==> src/rtl/gpio_pin_ctrl_pkg.sv <==
package gpio_pin_ctrl_pkg;
  localparam int unsigned NUM_PADS = 3;

  typedef enum logic [1:0] {
    PM_HIZ  = 2'b00,
    PM_ALT  = 2'b01,
    PM_LOW  = 2'b10,
    PM_HIGH = 2'b11
  } pad_mode_e;
endpackage

==> src/rtl/gpio_cfg_regs.sv <==
module gpio_cfg_regs
  import gpio_pin_ctrl_pkg::*;
(
  input  logic                  clk_i,
  input  logic                  rst_ni,
  input  logic [2*NUM_PADS-1:0] pin_mode_i,
  input  logic                  stc_ien_i,
  input  logic                  rdy_ien_i,
  output logic [2*NUM_PADS-1:0] pin_mode_q_o,
  output logic                  stc_ien_q_o,
  output logic                  rdy_ien_q_o
);
  always_ff @(posedge clk_i or negedge rst_ni) begin
    if (!rst_ni) begin
      pin_mode_q_o <= '0;
      stc_ien_q_o  <= 1'b0;
      rdy_ien_q_o  <= 1'b0;
    end else begin
      pin_mode_q_o <= pin_mode_i;
      stc_ien_q_o  <= stc_ien_i;
      rdy_ien_q_o  <= rdy_ien_i;
    end
  end
endmodule

==> src/rtl/gpio_irq_pulse.sv <==
module gpio_irq_pulse #(
  parameter int unsigned PULSE_W = 4,
  localparam int unsigned CNT_W  = $clog2(PULSE_W + 1)
) (
  input  logic clk_i,
  input  logic rst_ni,
  input  logic stc_ien_q_i,
  input  logic rdy_ien_q_i,
  input  logic stc_evt_i,
  input  logic rdy_evt_i,
  output logic irq_act_o
);
  localparam logic [CNT_W-1:0] LOAD = CNT_W'(PULSE_W);

  logic [CNT_W-1:0] cnt_q;
  logic             fire;

  assign fire = (stc_evt_i & stc_ien_q_i) | (rdy_evt_i & rdy_ien_q_i);

  // reload on every qualified event, so a retrigger extends the pulse
  always_ff @(posedge clk_i or negedge rst_ni) begin
    if (!rst_ni)             cnt_q <= '0;
    else if (fire)           cnt_q <= LOAD;
    else if (cnt_q != '0)    cnt_q <= cnt_q - 1'b1;
  end

  assign irq_act_o = (cnt_q != '0);

  a_r8_stc_starts: assert property (@(posedge clk_i) disable iff (!rst_ni)
    (stc_evt_i && stc_ien_q_i) |=> irq_act_o);
  a_r9_rdy_starts: assert property (@(posedge clk_i) disable iff (!rst_ni)
    (rdy_evt_i && rdy_ien_q_i) |=> irq_act_o);
  a_r10_no_spurious: assert property (@(posedge clk_i) disable iff (!rst_ni)
    $rose(irq_act_o) |-> $past(fire));
  a_r11_full_after_evt: assert property (@(posedge clk_i) disable iff (!rst_ni)
    fire |=> (cnt_q == LOAD));
endmodule

==> src/rtl/gpio_pad_mux.sv <==
module gpio_pad_mux
  import gpio_pin_ctrl_pkg::*;
#(
  parameter bit ALT_EN = 1'b1
) (
  input  logic [1:0] mode_i,
  input  logic       alt_i,
  output logic       pad_o,
  output logic       pad_oe_o
);
  always_comb begin
    unique case (pad_mode_e'(mode_i))
      PM_HIZ:  begin pad_oe_o = 1'b0;   pad_o = 1'b0;  end
      PM_ALT:  begin pad_oe_o = ALT_EN; pad_o = alt_i; end
      PM_LOW:  begin pad_oe_o = 1'b1;   pad_o = 1'b0;  end
      default: begin pad_oe_o = 1'b1;   pad_o = 1'b1;  end
    endcase
  end
endmodule

==> src/rtl/gpio_pin_ctrl.sv <==
module gpio_pin_ctrl
  import gpio_pin_ctrl_pkg::*;
#(
  parameter int unsigned PULSE_W = 4
) (
  input  logic                  clk_i,
  input  logic                  rst_ni,
  input  logic [2*NUM_PADS-1:0] pin_mode_i,
  input  logic                  stc_ien_i,
  input  logic                  rdy_ien_i,
  input  logic                  stc_evt_i,
  input  logic                  rdy_evt_i,
  input  logic                  stereo_i,
  output logic [NUM_PADS-1:0]   pad_o,
  output logic [NUM_PADS-1:0]   pad_oe_o
);
  logic [2*NUM_PADS-1:0] mode_q;
  logic                  stc_ien_q, rdy_ien_q;
  logic                  irq_act;
  logic [NUM_PADS-1:0]   alt_fn;

  gpio_cfg_regs u_cfg (
    .clk_i        (clk_i),
    .rst_ni       (rst_ni),
    .pin_mode_i   (pin_mode_i),
    .stc_ien_i    (stc_ien_i),
    .rdy_ien_i    (rdy_ien_i),
    .pin_mode_q_o (mode_q),
    .stc_ien_q_o  (stc_ien_q),
    .rdy_ien_q_o  (rdy_ien_q)
  );

  gpio_irq_pulse #(.PULSE_W(PULSE_W)) u_irq (
    .clk_i       (clk_i),
    .rst_ni      (rst_ni),
    .stc_ien_q_i (stc_ien_q),
    .rdy_ien_q_i (rdy_ien_q),
    .stc_evt_i   (stc_evt_i),
    .rdy_evt_i   (rdy_evt_i),
    .irq_act_o   (irq_act)
  );

  // pad1: reserved alt, pad2: active-low interrupt, pad3: stereo flag
  assign alt_fn = {stereo_i, ~irq_act, 1'b0};

  for (genvar k = 0; k < NUM_PADS; k++) begin : g_pad
    gpio_pad_mux #(.ALT_EN(k != 0)) u_mux (
      .mode_i   (mode_q[2*k +: 2]),
      .alt_i    (alt_fn[k]),
      .pad_o    (pad_o[k]),
      .pad_oe_o (pad_oe_o[k])
    );

    a_r3_hiz: assert property (@(posedge clk_i) disable iff (!rst_ni)
      ($past(rst_ni) && $past(pin_mode_i[2*k +: 2]) == 2'b00) |-> !pad_oe_o[k]);
    a_r4_low: assert property (@(posedge clk_i) disable iff (!rst_ni)
      ($past(rst_ni) && $past(pin_mode_i[2*k +: 2]) == 2'b10) |-> (pad_oe_o[k] && !pad_o[k]));
    a_r5_high: assert property (@(posedge clk_i) disable iff (!rst_ni)
      ($past(rst_ni) && $past(pin_mode_i[2*k +: 2]) == 2'b11) |-> (pad_oe_o[k] && pad_o[k]));
  end

  a_r6_pad1_reserved: assert property (@(posedge clk_i) disable iff (!rst_ni)
    ($past(rst_ni) && $past(pin_mode_i[1:0]) == 2'b01) |-> !pad_oe_o[0]);
  a_r7_irq_low: assert property (@(posedge clk_i) disable iff (!rst_ni)
    ($past(rst_ni) && $past(pin_mode_i[3:2]) == 2'b01) |-> (pad_oe_o[1] && (pad_o[1] == !irq_act)));
endmodule

==> config.mk <==
export PLATFORM = sky130hd
export DESIGN_NAME = gpio_pin_ctrl
export DESIGN_NICKNAME = d
export VERILOG_FILES = /design/src/rtl/gpio_pin_ctrl_pkg.sv /design/src/rtl/gpio_cfg_regs.sv /design/src/rtl/gpio_irq_pulse.sv /design/src/rtl/gpio_pad_mux.sv /design/src/rtl/gpio_pin_ctrl.sv
export SDC_FILE = /design/constraint.sdc
export NUM_CORES = 1
export LEC_CHECK = 0
export CORE_MARGIN = 2
export CORE_UTILIZATION = 25
export DETAILED_ROUTE_END_ITERATION = 12
export PLACE_DENSITY_LB_ADDON = 0.12
export SYNTH_ARGS = -nofsm -noshare
export SYNTH_HDL_FRONTEND = slang
export SYNTH_SLANG_ARGS = --single-unit
==> constraint.sdc <==
create_clock -name clk_i -period 3.6 [get_ports clk_i]
set_input_delay 0.72 -clock clk_i [delete_from_list [all_inputs] [get_ports clk_i]]
set_output_delay 0.72 -clock clk_i [all_outputs]
set_load 0.01 [all_outputs]
==> key figures <==
STA
  • Max Clock Skew: 0.000365 ns
  • Max-slew violations: 0
  • Worst Tran Pin Value: 0.477 ns
  • F_max: roughly 0.40 GHz
  • Headroom to the max-slew limit: 0.681
  • RSZ-0062 raised after global routing: no
  • Final period util: 0.702
  • Final Critical Period: roughly 2.5 ns
  • Hold WS: 0.531 ns
  • Final hold viol count: 0
  • Setup slack after layout: 1.07 ns
  • Final setup vio count: 0
  • Fin Setup TNS: 0 ns

Detailed routing
  • Wire per inst: 8.50 um
  • Vias/cell: approximately 3.7
  • Pre-antenna DRT Iters: 2
  • DRC: 0
  • Starting DRT DRC Count: 3
  • Total vias in the final route: slightly below 300
  • Post-DRT Antenna Nets: 0
  • Total routed wirelength: between 600 and 700 um

Logic synthesis
  • YS warnings: 0
  • Avg Cell Area, Syn: roughly 12 um2
  • #FFs+latches synth: 11
  • Sequential area share after synthesis: 0.603
  • Post-Syn Area: ~460 um2
  • Distinct cells, synth: 16
  • Post-Syn Instances: 38
  • Post-synth net total: 53

Finish
  • Fin cells: 78
  • Synth-to-layout area growth: 41.4%
  • Layout cells sized above 1: 0.113
  • Sequential cell area: around 280 um2
  • N_diodes: 0
  • Final-stage net count: between 60 and 70
  • Commonest cells after routing, fill and taps aside: clkdlybuf4s50_1 (18), dfrtp_1 (11), inv_1 (5)
  • Area of the multi-input gates: ~110 um2
  • Filler instances: about 180
  • Most common cell after layout, fill and taps aside: clkdlybuf4s50_1

Worst setup path
  • Max Fanout on Critical Path: 1
  • Crit-path slowest cell: clkdlybuf4s50_1
  • Critical Path AT: 1.81 ns
  • Crit path largest cell delay: ~0.53 ns
  • Critical path capture point type: output pin
  • CP Class: in -> out
  • Critical Path RT: ~2.9 ns
  • Cell mode on critical path: clkdlybuf4s50_1
  • Critical-path cell list: clkdlybuf4s50_1, o21a_1, clkdlybuf4s50_1
  • Startpoint types: input pin

Pwr
  • LEAKAGE: roughly 0.28 nW
  • IR Drop Worst-Case VDD: between 0.3 and 0.4 mV
  • Power Density: between 500 and 600 nW/um2

Die
  • Die area: 2180 um2
  • Starting Density: 0.264
  • Site Rows: 15
  • Die W: about 47 um
  • Core box area: around 1700 um2
  • Num ports: 19
  • Die Y: about 47 um

CTS
  • CTS sink cnt: 11
  • CTS Hold Bufs: 0
  • Later-pin clock latency in the skew report: about 0.26 ns
  • CTS-repair resized insts: 0
  • TritonCTS Buffers: 3
  • Clock transition at the registers of the reported paths: 0.06 ns
  • CTS tree: yes
  • Root buf cell: clkbuf_4
  • Setup Fix Bufs, Post-CTS: 0
  • CTS max path bufs: 2
  • H-tree depth: 1

Place
  • DPL Wire Length: 573 um
  • Port-buffer cells: 18
  • Routability Congestion: roughly 0.59
  • Setup Slack @ Placement: approximately 1.1 ns
  • Cells after DPL: 74

Global routing
  • Global route overflow: 0
  • Initial antenna violation count: 0
  • Vias in the first global route: 300
  • Largest net degree at the start of global routing: 12
  • GRT Overall Usage: 0.0843
  • First-pass GRT wire length: approximately 1200 um

Worst hold path
  • Min-Delay Path Class: reg -> reg

Outcome
  • Run status: finished clean

Job
  • Max Cap Viol: 0
==> cells in the mapped netlist <==
library cell	instances	area, um2
dfrtp_1	11	275
buf_4	6	45.0
inv_1	5	18.8
ha_1	2	25.0
nor2_1	2	7.51
or2_2	2	12.5
a211oi_2	1	12.5
a21boi_0	1	7.51
a22o_1	1	8.76
a31oi_1	1	6.26
and2_1	1	6.26
clkbuf_1	1	3.75
nand2b_1	1	6.26
o21a_1	1	7.51
o21ai_1	1	5.00
xnor2_1	1	8.76
==> worst max-delay path: cells and delay by family <==
family	cells	cell delay [ns]
AO/OA/AOI/OAI	1	0.10
buffers and inverters	2	0.98
==> cell type report <==
| type | count | share of cell area |
|---|---|---|
| sequential | 11 | 0.426 |
| timing repair buffer | 18 | 0.279 |
| multi-input combinational | 15 | 0.176 |
| tap | 25 | 0.0484 |
| clock buffer | 4 | 0.0407 |
| inverter | 5 | 0.0291 |
==> per-layer routing <==
layer  global-route usage  part of all wire  up-vias  wire length (um)
li1                     -                 -      143                 -
met5                    0                 0        -                 0
met4               0.0167                 0        0                 0
met3               0.0692              0.13        0                87
met2                0.133              0.52       17               342
met1               0.0887              0.35      132               234
==> state kept, by name (all words and copies together) (netlist names) <==
signal,count
u_cfg.stc_ien_q_o,1
u_cfg.pin_mode_q_o,6
u_irq.cnt_q,3
u_cfg.rdy_ien_q_o,1
==> power breakdown <==
| group | internal, W | switching [W] |
|---|---|---|
| combinational | 0.0000536 | 0.0000468 |
| clock | 0.0000428 | 0.0000373 |
| sequential | 0.000144 | 0.0000100 |
| total | 0.000241 | 0.0000941 |
==> path summary, 6_finish.rpt <==
| check | startpoint | endpoint | slack [ns] | cells after the start |
|---|---|---|---|---|
| worst min register to register | u_irq.cnt_q[2] | u_irq.cnt_q[2] | 0.53 | 2 |
| worst min-delay path | u_irq.cnt_q[2] | u_irq.cnt_q[2] | 0.53 | 2 |
| max in group asynchronous | rst_ni | u_cfg.pin_mode_q_o[0] | 2.50 | 1 |
| worst max-delay path | stereo_i | pad_o[2] | 1.07 | 3 |
| worst max register to register | u_irq.cnt_q[0] | u_irq.cnt_q[0] | 2.49 | 5 |
| min in group asynchronous | rst_ni | u_cfg.pin_mode_q_o[5] | 0.78 | 1 |
==> metrics by stage <==
stage / instance area, um2 / utilization / total power (W)
after floorplan: 457 / - / 0.000228
after global placement: 619 / 0.359 / 0.000252
after detailed placement: 619 / 0.359 / 0.000259
after CTS: 646 / 0.374 / 0.000344
after global routing: 646 / 0.374 / 0.000366
final: 646 / 0.374 / 0.000335
==> cell families after synthesis <==
kind of cell / after synthesis / synth area share
buf+inv: 12 / 0.148
flops: 11 / 0.603
compound gates: 6 / 0.104
simple gates: 6 / 0.0713
fa+ha+maj: 2 / 0.0548
xor+xnor: 1 / 0.0192
Note: power is estimated with default switching activity, not from simulation.
